### src/rtl/keyguard_wdt.sv
module keyguard_wdt #(
  parameter int          KEY_GAP       = 20,
  parameter int          UNLOCK_CYCLES = 256,
  parameter logic [15:0] CTL_INIT      = 16'h01D3,
  parameter logic [31:0] TMO_INIT      = 32'h004C_4B40,
  parameter logic [31:0] WIN_INIT      = 32'h0000_0010,
  parameter logic [15:0] PRE_INIT      = 16'h0000
) (
  input  logic        clk,
  input  logic        rst_n,
  input  logic        bus_wr,
  input  logic [4:1]  bus_addr,
  input  logic [15:0] bus_wdata,
  output logic [15:0] bus_rdata,
  output logic        wdt_irq,
  output logic        wdt_rst_req
);
  localparam int GW = $clog2(KEY_GAP + 1);
  localparam int UW = $clog2(UNLOCK_CYCLES + 1);
  localparam logic [3:0] A_CTLH = 4'd0, A_CTLL = 4'd1, A_TMOH = 4'd2, A_TMOL = 4'd3;
  localparam logic [3:0] A_WINH = 4'd4, A_WINL = 4'd5, A_RFSH = 4'd6, A_UNLK = 4'd7;
  localparam logic [3:0] A_CNTH = 4'd8, A_CNTL = 4'd9, A_RCNT = 4'd10, A_PRE = 4'd11;
  localparam logic [1:0][15:0] KEY_A = {16'hC520, 16'hA602};
  localparam logic [1:0][15:0] KEY_B = {16'hD928, 16'hB480};
  localparam logic [1:0][3:0]  KEY_SLOT = {A_UNLK, A_RFSH};

  logic [15:0]   ctl, pre, pcnt, rcnt;
  logic [31:0]   tmo, win, cnt;
  logic [UW-1:0] ucnt;
  logic          used, irq_q, rst_q;
  logic [1:0]    kact, kdone, kerr;

  wire        cfg_wr   = bus_wr && (ucnt != '0);
  wire        en       = ctl[0];
  wire        tick     = en && (pcnt == pre);
  wire        hit      = en && (cnt >= tmo);
  wire        tmo_viol = hit && (!ctl[2] || (irq_q && tick));
  wire        win_viol = kdone[0] && ctl[3] && (cnt < win);
  wire        viol     = (|kerr) || tmo_viol || win_viol;
  wire [15:0] rclr     = (bus_wr && bus_addr == A_RCNT) ? bus_wdata : 16'h0;

  assign kact = {ctl[4] || !used, 1'b1};

  // index 0: refresh key, index 1: unlock key
  for (genvar g = 0; g < 2; g++) begin : g_key
    logic          armed;
    logic [GW-1:0] gap;
    wire slot_wr  = bus_wr && (bus_addr == KEY_SLOT[g]) && kact[g];
    wire first_w  = bus_wdata == KEY_A[g];
    wire deadline = armed && (gap == GW'(KEY_GAP - 1));
    assign kdone[g] = slot_wr && armed && (bus_wdata == KEY_B[g]);
    assign kerr[g]  = slot_wr ? (!first_w && !kdone[g]) : deadline;
    always_ff @(posedge clk or negedge rst_n) begin
      if (!rst_n) begin
        armed <= 1'b0;
        gap   <= '0;
      end else if (slot_wr) begin
        armed <= first_w;
        gap   <= '0;
      end else if (deadline) begin
        armed <= 1'b0;
      end else if (armed) begin
        gap <= gap + 1'b1;
      end
    end
  end

  always_ff @(posedge clk or negedge rst_n) begin
    if (!rst_n) begin
      ctl   <= CTL_INIT;
      tmo   <= TMO_INIT;
      win   <= WIN_INIT;
      pre   <= PRE_INIT;
      cnt   <= '0;
      pcnt  <= '0;
      ucnt  <= '0;
      used  <= 1'b0;
      irq_q <= 1'b0;
      rst_q <= 1'b0;
      rcnt  <= '0;
    end else begin
      rst_q <= viol;
      rcnt  <= (rcnt & ~rclr) + {15'd0, viol};

      if (viol || kdone[0])        irq_q <= 1'b0;
      else if (hit && ctl[2])      irq_q <= 1'b1;

      if (viol || kdone[0]) begin
        cnt  <= '0;
        pcnt <= '0;
      end else if (tick) begin
        cnt  <= cnt + 1'b1;
        pcnt <= '0;
      end else if (en) begin
        pcnt <= pcnt + 1'b1;
      end

      if (kdone[1]) begin
        ucnt <= UW'(UNLOCK_CYCLES);
        used <= 1'b1;
      end else if (ucnt != '0) begin
        ucnt <= ucnt - 1'b1;
      end

      if (cfg_wr) begin
        case (bus_addr)
          A_CTLH:  ctl         <= bus_wdata;
          A_TMOH:  tmo[31:16]  <= bus_wdata;
          A_TMOL:  tmo[15:0]   <= bus_wdata;
          A_WINH:  win[31:16]  <= bus_wdata;
          A_WINL:  win[15:0]   <= bus_wdata;
          A_PRE:   pre         <= bus_wdata;
          default: ;
        endcase
      end
    end
  end

  always_comb begin
    case (bus_addr)
      A_CTLH:  bus_rdata = ctl;
      A_CTLL:  bus_rdata = 16'h0;
      A_TMOH:  bus_rdata = tmo[31:16];
      A_TMOL:  bus_rdata = tmo[15:0];
      A_WINH:  bus_rdata = win[31:16];
      A_WINL:  bus_rdata = win[15:0];
      A_CNTH:  bus_rdata = cnt[31:16];
      A_CNTL:  bus_rdata = cnt[15:0];
      A_RCNT:  bus_rdata = rcnt;
      A_PRE:   bus_rdata = pre;
      default: bus_rdata = 16'h0;
    endcase
  end

  assign wdt_irq     = irq_q;
  assign wdt_rst_req = rst_q;
endmodule

### config.mk
export PLATFORM = sky130hd
export DESIGN_NAME = keyguard_wdt
export DESIGN_NICKNAME = d
export VERILOG_FILES = /design/src/rtl/keyguard_wdt.sv
export SDC_FILE = /design/constraint.sdc
export NUM_CORES = 1
export LEC_CHECK = 0
export ABC_AREA = 1
export BUFFER_PORTS_ARGS = -buffer_cell sky130_fd_sc_hd__buf_2
export CORE_ASPECT_RATIO = 0.9
export CORE_MARGIN = 2
export CORE_UTILIZATION = 50
export CTS_BUF_LIST = sky130_fd_sc_hd__clkbuf_4
export CTS_CLUSTER_DIAMETER = 80
export CTS_CLUSTER_SIZE = 8
export DETAILED_ROUTE_END_ITERATION = 7
export PLACE_DENSITY = 0.67
export SLEW_MARGIN = 10
export SYNTH_ARGS = -nofsm -noshare
export SYNTH_HDL_FRONTEND = slang
export SYNTH_SLANG_ARGS = --single-unit
### constraint.sdc
create_clock -name clk -period 4.1 [get_ports clk]
set_input_delay 0.205 -clock clk [delete_from_list [all_inputs] [get_ports clk]]
set_output_delay 0.205 -clock clk [all_outputs]
set_load 0.02 [all_outputs]
# Word-level counts from Yosys, hierarchy flattened
# Index checks and enable logic that the tools add are counted.
[totals] ff_bits=184 word_cells=119
[classes] add_sub_neg=6 magnitude_cmp=2 eq_ne=19 n_mux=23 bitwise=2 reduce_logical=50
[ops] operator="16-bit case mux with 9 select lines" count=1
[ops] operator="16-bit == test, second input constant" count=4
[ops] operator="16-bit two-way mux" count=4
[ops] operator="32-bit two-way mux" count=2
[ops] operator="32-bit by 1-bit adder with 32-bit output, second input constant" count=1
[ops] operator="32-bit >= comparator" count=1
[ops] operator="32-bit less-than comparator" count=1
[ops] operator="5-bit two-way mux" count=6
[ops] operator="1-bit logical AND" count=20
[ops] operator="9-bit two-way mux" count=2
[ops] operator="16-bit by 1-bit adder with 16-bit output" count=1
[ops] operator="16-bit by 1-bit adder with 16-bit output, second input constant" count=1
[ops] operator="16-bit AND" count=1
[ops] operator="16-bit == test" count=1
[ops] operator="4-bit by 3-bit == test with 1-bit output, second input constant" count=4
[ops] operator="4-bit == test, second input constant" count=4
[ops] operator="16-bit inverter" count=1
[ops] operator="2-bit AND reduction" count=8
[ops] operator="2-bit nonzero test" count=7
[ops] operator="5-bit by 1-bit adder with 5-bit output, second input constant" count=2
[ops] operator="5-bit == test, second input constant" count=2
[ops] operator="9-bit nonzero test" count=1
[ops] operator="9-bit by 1-bit subtractor with 9-bit output, second input constant" count=1
[ops] operator="4-bit by 2-bit == test with 1-bit output, second input constant" count=2
[ops] operator="7 further kinds" count=24

# Depth between registers and ports, before layout
# Gate-level depths: netlist of run 1.
[logic_depth] word_depth=13 depth_mapped=27 ltp_nobuf=27

# Worst setup path before layout of run 1
# Ideal clock, no wire load.
[synth_path] kind="register to register" startpoint="reg tmo[6]" endpoint="reg rcnt[14]" setup_time_ps=121 t_arrival_ps=2606 t_required_ps=3979 slack_ps=1373 stages_incl_launch_ff=26 n_path_buf=0 path_cell_list="dfstp_2 inv_1 ha_1 nand2_1 inv_1 nand2_1 nor2_1 nor2_1 nand2_1 nand2_1 nand2_1 nand2_1 nand2_1 nand3_1 nand2_1 inv_1 nand2_1 ha_1 ha_1 nand2_1 nor2_1 nand2_1 inv_1 nand3_1 o21bai_1 nand2_1"
[synth_via] elab_chain_cells=6
[synth_lines] element="start, declared" line_no="28" text="logic [31:0] tmo, win, cnt;"
[synth_lines] element="start signal, assigned" line_no="109" text="A_TMOL: tmo[15:0] <= bus_wdata;"
[synth_lines] element="32-bit >= comparator" line_no="36" text="wire hit = en && (cnt >= tmo);"
[synth_lines] element="1-bit logical AND" line_no="36"
[synth_lines] element="1-bit logical AND" line_no="37" text="wire tmo_viol = hit && (!ctl[2] || (irq_q && tick));"
[synth_lines] element="1-bit logical OR (2 in a row)" line_no="39" text="wire viol = (|kerr) || tmo_viol || win_viol;"
[synth_lines] element="net viol" line_no="39"
[synth_lines] element="16-bit by 1-bit adder with 16-bit output" line_no="83" text="rcnt <= (rcnt & ~rclr) + {15'd0, viol};"
[synth_lines] element="end signal, assigned" line_no="83"
[synth_lines] element="end, declared" line_no="27" text="logic [15:0] ctl, pre, pcnt, rcnt;"
# The timed path passes the listed nets, and every way through them passes these cells.
# A chain may end at the register's enable or synchronous reset.

# Worst setup path after layout of run 1
[layout_path] startpoint="reg ctl[0]" endpoint="reg rcnt[6]"
[layout_via] elab_chain_cells=7 elab_cells_between_ends=8
[layout_lines] element="start, declared" line_no="27"
[layout_lines] element="start signal, assigned" line_no="107" text="A_CTLH: ctl <= bus_wdata;"
[layout_lines] element="1-bit logical AND" line_no="35" text="wire tick = en && (pcnt == pre);"
[layout_lines] element="1-bit logical AND" line_no="37"
[layout_lines] element="1-bit logical OR" line_no="37"
[layout_lines] element="1-bit logical AND *" line_no="37"
[layout_lines] element="1-bit logical OR * (2 in a row)" line_no="39"
[layout_lines] element="net viol" line_no="39"
[layout_lines] element="16-bit by 1-bit adder with 16-bit output *" line_no="83"
# Mark *: on every way through the listed nets, which the timed path passes. The rest lies on a longest branch.

==> results of run 1 <==
## power groups by stage
| stage | logic [mW] | registers (mW) | clock network [mW] |
|---|---|---|---|
| after floorplan | 0.846 | 2.33 | 0 |
| after global placement | 1.14 | 2.41 | 0 |
| after detailed placement | 1.17 | 2.42 | 0 |
| after CTS | 1.18 | 2.39 | 1.00 |
| after global routing | 1.37 | 2.44 | 1.07 |
| final | 1.19 | 2.39 | 0.988 |
## worst min-delay path, stage by stage
cell     delay (ns)
buf_2          0.10
nor2_1         0.05
nand2_1        0.07
nor3_2         0.05
nand3_4        0.08
nand2_1        0.05
## path summary, 6_finish.rpt
| kind | to | cells after the start | slack (ns) |
|---|---|---|---|
| max | rcnt[6] | 17 | 0.44 |
| min | used | 6 | 0.03 |
| max reg2reg | rcnt[6] | 17 | 0.44 |
| min reg2reg | used | 2 | 0.47 |
| max in group asynchronous | win[4] | 3 | 2.78 |
| min in group asynchronous | g_key[1].gap[2] | 2 | 0.20 |
## metrics by stage
step | setup slack [ns] | hold WS [ns] | utilization | power [mW] | cells
after floorplan | 1.37 | -0.0906 | - | 3.18 | 1446
after global placement | 0.858 | 0.372 | 0.535 | 3.56 | 1756
after detailed placement | 0.792 | 0.375 | 0.535 | 3.59 | 1756
after CTS | 0.534 | 0.00549 | 0.553 | 4.57 | 1800
after global routing | 0.167 | 0.0116 | 0.553 | 4.87 | 1801
final | 0.441 | 0.0332 | 0.553 | 4.57 | 1801
## layout make-up
type | count | area, sq um | share of cell area
multi-input combinational | 1023 | 5500 | 0.460
sequential | 184 | 4620 | 0.387
inverter | 202 | 759 | 0.0635
timing repair buffer | 68 | 449 | 0.0376
tap | 291 | 364 | 0.0305
clock buffer | 17 | 128 | 0.0107
clock inverter | 15 | 125 | 0.0105
antenna | 1 | 2.50 | 0.000209
## registers in the layout (all words and copies together), names as in the netlist, 2 cells and up
| signal | flops |
|---|---|
| cnt | 32 |
| tmo | 32 |
| win | 32 |
| ctl | 16 |
| pcnt | 16 |
| pre | 16 |
| rcnt | 16 |
| g_key.gap | 10 |
| ucnt | 9 |
| g_key.armed | 2 |
## kinds of logic after synthesis
logic type,Yosys count,synth area share
DFF,184,0.419
and+or+nand+nor,642,0.248
xor gates and xnor gates,50,0.0397
buffers and inverters,239,0.0830
AOI/OAI and AO/OA,261,0.132
adders and majority gates,70,0.0793
## repair_timing
| action | 4_1_cts | 5_1_grt |
|---|---|---|
| hold buffers | 12 | 0 |
| endpoints found under the setup margin | 0 | 0 |
| endpoints found under the hold margin | 99 | 0 |
## per-layer routing
metal | up-vias | share of wire | track usage
li1 | 4842 | - | -
met1 | 4779 | 0.46 | 0.441
met2 | 406 | 0.43 | 0.439
met3 | 65 | 0.078 | 0.0626
met4 | 0 | 0.039 | 0.115
met5 | - | 0 | 0
## cells in the final DEF (no fill, tap or decap), types with 4 or more instances in the layout
| cell | n |
|---|---|
| inv_2 | 5 |
| inv_6 | 4 |
| o22ai_1 | 29 |
| nor3_1 | 34 |
| xor2_1 | 38 |
| nor4_1 | 10 |
| buf_4 | 16 |
| clkbuf_4 | 17 |
| o2111ai_1 | 6 |
| nand2_1 | 365 |
| dlygate4sd3_1 | 12 |
| nand4_1 | 32 |
| a221oi_1 | 7 |
| nand3_1 | 49 |
| clkinv_1 | 5 |
| clkinvlp_4 | 4 |
| inv_1 | 194 |
| dfstp_2 | 15 |
| nand3b_1 | 4 |
| buf_2 | 39 |
| xnor2_1 | 12 |
| a21oi_1 | 57 |
| ha_1 | 70 |
| o21ai_0 | 138 |
| dfrtp_1 | 169 |
| nor2_1 | 130 |
## cell usage after synthesis (3+ instances only)
library cell	instances	area share
o2111ai_1	6	0.0048
ha_1	70	0.079
inv_1	194	0.066
nor2_4	3	0.0031
nand3b_1	4	0.0027
dfstp_2	15	0.036
inv_2	5	0.0017
nand3_1	49	0.022
a21oi_1	57	0.026
a31oi_1	3	0.0017
nand4_1	32	0.018
o21a_1	3	0.0020
dfrtp_1	169	0.38
xnor2_1	12	0.0095
o21ai_0	138	0.063
clkbuf_1	24	0.0082
nand3_2	3	0.0027
a221oi_1	7	0.0056
nor3_1	34	0.015
a211oi_1	3	0.0020
a21boi_0	3	0.0020
nor4_1	10	0.0057
buf_2	3	0.0014
nor2_1	130	0.044
and3_1	3	0.0017
nor2_2	3	0.0017
nand2_1	365	0.12
o22ai_1	29	0.016
buf_1	8	0.0027
xor2_1	38	0.030
o21ai_1	3	0.0014
==> metrics, run 1 <==
status=complete, no violations; layout cell share with drive strength beyond 1=0.0802; Comb power frac=0.260; max_cap viols=0; Primary FF master, synth=dfrtp_1; CP max-delay cell=dfstp_2; syn nets=1539; CTS root buf=clkbuf_4; Worst-path clk slew=approximately 0.17 ns; Crit. End Element=flip-flop; Die H=~140 um; Synth Register Bits=approximately 180; crit-path max FO=12; vias in the first global route=just under 10000; total track usage=0.301; CP startpoint=ctl[0]; EDFF count, synth=0; Area Overhead vs Synth=8.25%; post-route minimum period=3.66 ns; class of the worst hold path=primary input to flip-flop; fill count=2108; Port Buf Inserts=40; sequential fraction of the synthesis area=0.419; nets@finish=1589; Core Box Area=21600 sq um; Most common cell on crit path=nand2_1; Clock Skew=0.0279 ns; Reg power frac=0.524; DIE AREA=between 20000 and 25000 sq um; CTS Buf Count=17; largest net degree at the start of global routing=103; Routed WL=34.3 mm; setup TNS=0 ns; Final Hold Vio Count=0; CP bufs+invs=3; post_cts resized=0; hold_sp=bus_wdata[2]; final max-slew violation count=0; grt total ovfl=0; CP startpoint kind=flip-flop; Pre-Repair DR Iteration Count=6; Synth async-reset ratio=1.00; clock power share=0.216; DRC violations left=0; htree depth=4; vias per cell=about 5.6; power density cells=between 300 and 400 nW/um^2; die width=~160 um; Setup Buffers After CTS=0; Initial Util=0.511; Synth Area per Inst=about 7.6 sq um; switching power=~1.7 mW; first-pass GRT wire length=about 54 mm; RSZ-0062 raised after global routing=no; initial antenna violation count=1; Arr. time, crit path=between 4 and 5 ns; Lkg Pwr=just under 6 nW; Pint=2.85 mW; latest clock arrival within the worst-skew pair=around 0.61 ns; sw frac=0.377; crit-path leading delay family=simple AND/OR/NAND/NOR gates; CTS max path bufs=2; Synth Warn #=0; r2r startpoint=ctl[0]; Final GP Congestion=around 0.94; worst vdd ir=~0.25 mV; I/O pin total=just over 40; DRT antenna net count=0; actual slew at the worst max-slew pin=about 1.1 ns; final worst-path cycle share=0.892; max incr delay on CP=between 0.7 and 0.8 ns; setup violators final=0; CTS tree=built; vias=just over 10000; Netlist cell types=45; post-DP HPWL=approximately 26 mm; design area=between 10000 and 15000 sq um; Starting DRT DRC Count=about 1100; Max Clk Rate=around 270 MHz; Required @ worst endpoint=4.61 ns; Rel. slew slack=0.234; wire per inst=between 15 and 20 um; placed inst area=approximately 12000 sq um; Post-Syn Instances=1446; Num Clock Sinks=between 150 and 200; site row count=just over 50; worst setup path class=flip-flop to flip-flop; worst path cell trace=inv_1 > nor2_1 > nand3b_1 > nor2_1 > nand4_1 > nand2_1 > nand3_1 > nand2_1 > inv_1 > nand2_1 > ha_1 > ha_1 > nand2_1 > nor2_1 > nand2_1 > xnor2_1 > dlygate4sd3_1; Mapped Area=roughly 11000 sq um
No activity file was read; power rests on OpenSTA's default activity.
==> run 2: changes to the inputs <==
--- a/config.mk
+++ b/config.mk
@@ -5,8 +5,6 @@
 export SDC_FILE = /design/constraint.sdc
 export NUM_CORES = 1
 export LEC_CHECK = 0
-export ABC_AREA = 1
-export BUFFER_PORTS_ARGS = -buffer_cell sky130_fd_sc_hd__buf_2
 export CORE_ASPECT_RATIO = 0.9
 export CORE_MARGIN = 2
 export CORE_UTILIZATION = 50
@@ -14,7 +12,8 @@
 export CTS_CLUSTER_DIAMETER = 80
 export CTS_CLUSTER_SIZE = 8
 export DETAILED_ROUTE_END_ITERATION = 7
-export PLACE_DENSITY = 0.67
+export DONT_BUFFER_PORTS = 1
+export SKIP_CTS_REPAIR_TIMING = 1
 export SLEW_MARGIN = 10
 export SYNTH_ARGS = -nofsm -noshare
 export SYNTH_HDL_FRONTEND = slang
==> run 2 against run 1 <==
  * The flow now finishes with violations (hold timing)
  * Utilization is 0.44 points higher
  * Register-to-register slack worse by 0.26 ns
  * Sequential power is 4% higher
  * Worst setup slack got worse by 0.32 ns
  * Critical path type is now primary input to flip-flop
  * Critical endpoint is now rcnt[10]
==> metrics, run 2 <==
Final GP Congestion=0.909 (-3.4%); setup violators final=0 (unchanged); Max Clk Rate=251 MHz (-8.1%); htree depth=4 (unchanged); crit-path max FO=8 (-4); vias=9304 (-7.8%); Initial Util=0.507 (-0.00325); r2r endpoint=rcnt[10]; DRC violations left=0 (unchanged); Port Buf Inserts=0 (-100%); Routed WL=35.2 mm (+2.7%); Synth async-reset ratio=1.00 (unchanged); Synth Register Bits=184 (unchanged); CTS Buf Count=17 (unchanged); most common cell after layout, fill and taps aside=dfrtp_1; CTS root buf=clkbuf_4; post-route minimum period=3.98 ns (+0.321 ns); Required @ worst endpoint=4.56 ns (-0.05 ns); post-DP HPWL=24.2 mm (-5.8%); CP startpoint=bus_wdata[5]; Rel. slew slack=0.176 (-0.0580); placed inst area=11400 sq um (-1.3%); Post-Syn Instances=1182 (-18%); DRT antenna net count=0 (unchanged); design area=12000 sq um (+0.50%); Clock Skew=0.0261 ns (-0.00181 ns); Starting DRT DRC Count=1114 (+2.1%); RSZ-0062 raised after global routing=no; layout cell share with drive strength beyond 1=0.134 (+0.0541); status=finished, violations left; biggest regs=cnt: 32 flops, tmo: 32 flops, win: 32 flops; Arr. time, crit path=4.44 ns (+0.27 ns); CTS max path bufs=2 (unchanged); max_cap viols=0 (unchanged); Pre-Repair DR Iteration Count=8 (+2); worst setup path class=primary input to flip-flop; Netlist cell types=68 (+51%); latest clock arrival within the worst-skew pair=0.59 ns (-0.02 ns); vias in the first global route=8617 (-11%); R2R Setup Slk=0.18 ns (-0.26 ns); Core Box Area=21600 sq um (-0.29%); Synth Area per Inst=9.26 sq um (+21%); class of the worst hold path=primary input to asynchronous set/reset pin; syn nets=1275 (-17%); DIE AREA=23100 sq um (-0.90%); top cell type by total area after synthesis=dfrtp_1; initial antenna violation count=1 (unchanged); site row count=51 (unchanged); Final Hold Vio Count=185 (+185); r2r startpoint=pcnt[11]; Num Clock Sinks=184 (unchanged); fill count=1995 (-5.4%); I/O pin total=41 (unchanged); grt total ovfl=0 (unchanged); Synth Warn #=0 (unchanged); actual slew at the worst max-slew pin=1.24 ns (+0.0898 ns); largest net degree at the start of global routing=185 (+80%); nets@finish=1301 (-18%); CP endpoint=rcnt[10]; EDFF count, synth=0 (unchanged); wire per inst=23.3 um (+22%); worst vdd ir=0.279 mV (+9.7%); Primary FF master, synth=dfrtp_1; CP startpoint kind=primary input; failing checks=hold timing; Synth top area share=0.387 (+0.00359); final worst-path cycle share=0.971 (+0.0783); vias per cell=6.15 (+9.7%); Worst-path clk slew=0.17 ns (about the same); die width=160 um (-0.45%); first-pass GRT wire length=52.2 mm (-3.9%); power density cells=397 nW/um^2 (+3.7%); Mapped Area=10900 sq um (-0.93%); Total Power=4.77 mW (+4.3%); Area Overhead vs Synth=9.81%; final max-slew violation count=0 (unchanged); sequential fraction of the synthesis area=0.423 (+0.00393); Post-synth top cells=dfrtp_1 (169), nand2_1 (134), o21ai_0 (101); Crit. End Element=flip-flop; Die H=144 um (-0.45%); Non-Filler Instances=1513 (-16%); most frequent cells in the layout=dfrtp_1 (169), nand2_1 (134), o21ai_0 (101), nor2_1 (86), inv_1 (77); worst hold slack=-0.704 ns (-0.737 ns); Lkg Pwr=5.31 nW (-7.9%); setup slack after layout=0.120 ns (-0.321 ns); pre-CTS setup slack=0.137 ns (-0.655 ns); CTS tree=built; total track usage=0.302 (+0.000514); setup TNS=0 ns (unchanged); Inst Count DP=1459 (-17%); top cells by area, synth=dfrtp_1 (39%), ha_1 (8.0%), o21ai_0 (4.6%); r2r worst-path depth=16 (-1); top-count cell post-synth=dfrtp_1
-- run 2: changes by cell type after synthesis, moves of 19 or more --
cell / delta
o22ai_1: -26
a22oi_1: +32
nor2_1: -44
clkbuf_1: +28
xnor2_1: +19
nand2_1: -231
inv_1: -117
o21ai_0: -37
-- run 2: metal layers --
metal / wire, um / GRT usage
met2: 15300 / 0.466
met1: 15800 / 0.419
met5: 0 / 0
met4: 1180 / 0.115
met3: 2930 / 0.0660
-- run 2: power by group --
part / switching [mW] / leakage [nW] / internal (mW)
clock: 0.705 / 0.181 / 0.503
combinational: 0.608 / 2.82 / 0.465
sequential: 0.314 / 2.30 / 2.17
-- run 2: cell families (layout without fill, tap and decap cells) --
logic type,after synthesis,after routing,share of synthesized area
AO/OA/AOI/OAI,262,262,0.151
XOR/XNOR,66,66,0.0528
adder cells (fa/ha/maj),70,70,0.0800
buffers and inverters,143,182,0.0553
flip-flops,184,184,0.423
multiplexers,39,39,0.0460
other,0,1,0
AND/OR/NAND/NOR,418,418,0.192
-- run 2: layout make-up --
class / count / area (sq um) / area share
clock buffers: 17 / 128 / 0.0106
clock inverters: 15 / 214 / 0.0178
repair buffers: 73 / 613 / 0.0510
inverters: 77 / 289 / 0.0241
well taps: 291 / 364 / 0.0303
multi-input cells: 855 / 5780 / 0.481
diodes: 1 / 2.50 / 0.000208
flip-flops and latches: 184 / 4620 / 0.385
-- run 2: worst max-delay path, stage by stage --
cell and delay, ns:
dlygate4sd3_1 0.79, nor4b_1 0.39, nand4_1 0.18, or3_1 0.46, nor3b_1 0.30, o2111ai_1 0.17
o21ai_0 0.37, ha_1 0.25, ha_1 0.18, nand4_1 0.14, a311oi_2 0.30, o2111ai_2 0.19
nor2b_2 0.18, nand2_1 0.10, o22ai_1 0.13, a221oi_1 0.10
-- run 2: how the worst min path moves through the flow --
stage | endpoint | slack (ns) | depth (start not counted)
floorplan | cnt[0] | -0.09 | 0
global placement | ucnt[8] | -0.09 | 0
detailed placement | ucnt[8] | -0.08 | 0
CTS | ctl[5] | -0.75 | 0
global route | ucnt[8] | -0.76 | 0
finish | ucnt[8] | -0.70 | 0
-- run 2: per-stage QoR --
stage,hold slack (ns),util
floorplan,-0.0906,-
global placement,-0.0861,0.530
detailed placement,-0.0833,0.530
CTS,-0.745,0.546
global route,-0.762,0.557
finish,-0.704,0.557
==> run 3: changes to the inputs <==
==> constraint.sdc (replaced) <==
create_clock -name clk -period 4.1 [get_ports clk]
set_input_delay 0.41 -clock clk [delete_from_list [all_inputs] [get_ports clk]]
set_output_delay 0.41 -clock clk [all_outputs]
set_load 0.02 [all_outputs]
==> run 3 against run 2 <==
  * The run still ends with hold timing left
  * Worst setup slack better by 0.042 ns
  * Clock-buffer cell count is 3 higher
  * Routed wire length is 0.74% lower
  * Via count is 1.8% lower
  * Critical path depth stayed put
  * Fmax is 1.1% higher
==> metrics, run 3 (synthesis results as in run 2) <==
status=finished, violations left; failing checks=hold timing; max_cap viols=0 (unchanged); worst hold slack=-0.502 ns (+0.201 ns); die width=160 um (unchanged); power density cells=381 nW/um^2 (-4.0%); Required @ worst endpoint=4.54 ns (-0.02 ns); layout cell share with drive strength beyond 1=0.134 (-0.000270); htree depth=4 (unchanged); worst setup path class=flip-flop to flip-flop; Inst Count DP=1456 (-0.21%); most frequent cells in the layout=dfrtp_1 (169), nand2_1 (134), o21ai_0 (101), nor2_1 (86), inv_1 (77); Max Clk Rate=254 MHz (+1.1%); Final Hold Vio Count=184 (-0.54%); Crit. End Element=flip-flop; I/O pin total=41 (unchanged); CTS max path bufs=2 (unchanged); Arr. time, crit path=4.38 ns (-0.06 ns); Clock Skew=0.0271 ns (+0.00100 ns); r2r startpoint=pcnt[13]; latest clock arrival within the worst-skew pair=0.58 ns (about the same); Final GP Congestion=0.917 (+0.89%); crit-path max FO=5 (-3); largest net degree at the start of global routing=185 (unchanged); Port Buf Inserts=0 (unchanged); Die H=144 um (unchanged); R2R Setup Slk=0.16 ns (-0.02 ns); Rel. slew slack=0.204 (+0.0283); Non-Filler Instances=1508 (-0.33%); Initial Util=0.507 (unchanged); CTS Buf Count=17 (unchanged); CP startpoint kind=flip-flop; final worst-path cycle share=0.960 (-0.0104); nets@finish=1296 (-0.38%); actual slew at the worst max-slew pin=1.19 ns (-0.0424 ns); DRC violations left=0 (unchanged); worst vdd ir=0.210 mV (-25%); wire per inst=23.2 um (-0.41%); vias=9139 (-1.8%); most common cell after layout, fill and taps aside=dfrtp_1; r2r worst-path depth=16 (unchanged); setup violators final=0 (unchanged); post-route minimum period=3.94 ns (-0.0425 ns); initial antenna violation count=2 (+1); Pre-Repair DR Iteration Count=8 (unchanged); Core Box Area=21600 sq um (unchanged); biggest regs=cnt: 32 flops, tmo: 32 flops, win: 32 flops; DIE AREA=23100 sq um (unchanged); CTS root buf=clkbuf_4; first-pass GRT wire length=52.5 mm (+0.64%); Worst-path clk slew=0.16 ns (about the same); CTS tree=built; site row count=51 (unchanged); vias in the first global route=8591 (-0.30%); class of the worst hold path=primary input to asynchronous set/reset pin; final max-slew violation count=0 (unchanged); grt total ovfl=0 (unchanged); Routed WL=34.9 mm (-0.74%); Final Util=0.550 (-0.00679); total track usage=0.305 (+0.00280); Lkg Pwr=5.25 nW (-1.2%); Starting DRT DRC Count=1183 (+6.2%); Num Clock Sinks=184 (unchanged); Area Overhead vs Synth=8.47%; r2r endpoint=rcnt[10]; post-DP HPWL=24.2 mm (about the same); DRT antenna net count=0 (unchanged); vias per cell=6.06 (-1.4%)
run 3: how the worst max path moves through the flow:
stage | cells after the start | endpoint | slack, ns | start
after floorplan | 17 | rcnt[10] | 0.42 | pre[11]
after global placement | 16 | rcnt[10] | 0.28 | pre[11]
after detailed placement | 15 | rcnt[10] | 0.12 | pre[11]
after CTS | 15 | rcnt[10] | 0.06 | pcnt[13]
after global routing | 13 | rcnt[15] | -0.02 | pre[11]
final | 16 | rcnt[10] | 0.16 | pcnt[13]
run 3: layout make-up:
| type | instances | area (sq um) |
|---|---|---|
| Fill cell | 2047 | 9700 |
| Antenna cell | 1 | 2.50 |
| Tap cell | 291 | 364 |
| Clock inverter | 12 | 105 |
| Timing Repair Buffer | 68 | 551 |
| Inverter | 77 | 289 |
| Clock buffer | 20 | 150 |
| Multi-Input combinational cell | 855 | 5780 |
| Sequential cell | 184 | 4620 |
run 3: through the flow:
| stage | instance area (sq um) | setup WS, ns | total power, mW | TNS, ns |
|---|---|---|---|---|
| after floorplan | 10900 | 0.422 | 3.19 | 0 |
| after global placement | 11400 | 0.281 | 3.49 | 0 |
| after detailed placement | 11400 | 0.120 | 3.51 | 0 |
| after CTS | 11700 | 0.0583 | 4.48 | 0 |
| after global routing | 11900 | -0.0176 | 4.78 | -0.0176 |
| final | 11900 | 0.163 | 4.52 | 0 |
run 3: worst max-delay path: stages, from the launching register on:
cell	delay (ns)
dfrtp_1	0.45
xor2_1	0.19
or2_2	0.29
or4_1	0.58
nor2_4	0.12
a21boi_0	0.17
o21a_1	0.25
o21ai_0	0.15
ha_2	0.27
ha_1	0.16
nand4_1	0.13
a311oi_2	0.29
o2111ai_2	0.21
nor2b_2	0.17
nand2_1	0.10
o22ai_1	0.16
a221oi_1	0.11
run 3: where the power goes:
part | total [mW] | internal (mW) | switching (mW)
sequential | 2.49 | 2.17 | 0.322
combinational | 1.05 | 0.456 | 0.594
clock | 0.975 | 0.321 | 0.654
run 3: layer usage:
metal | vias to the layer above | track usage | part of all wire
met5 | - | 0 | 0
met4 | 0 | 0.0991 | 0.025
met3 | 40 | 0.0665 | 0.082
met2 | 350 | 0.477 | 0.44
met1 | 4495 | 0.424 | 0.45
li1 | 4254 | - | -
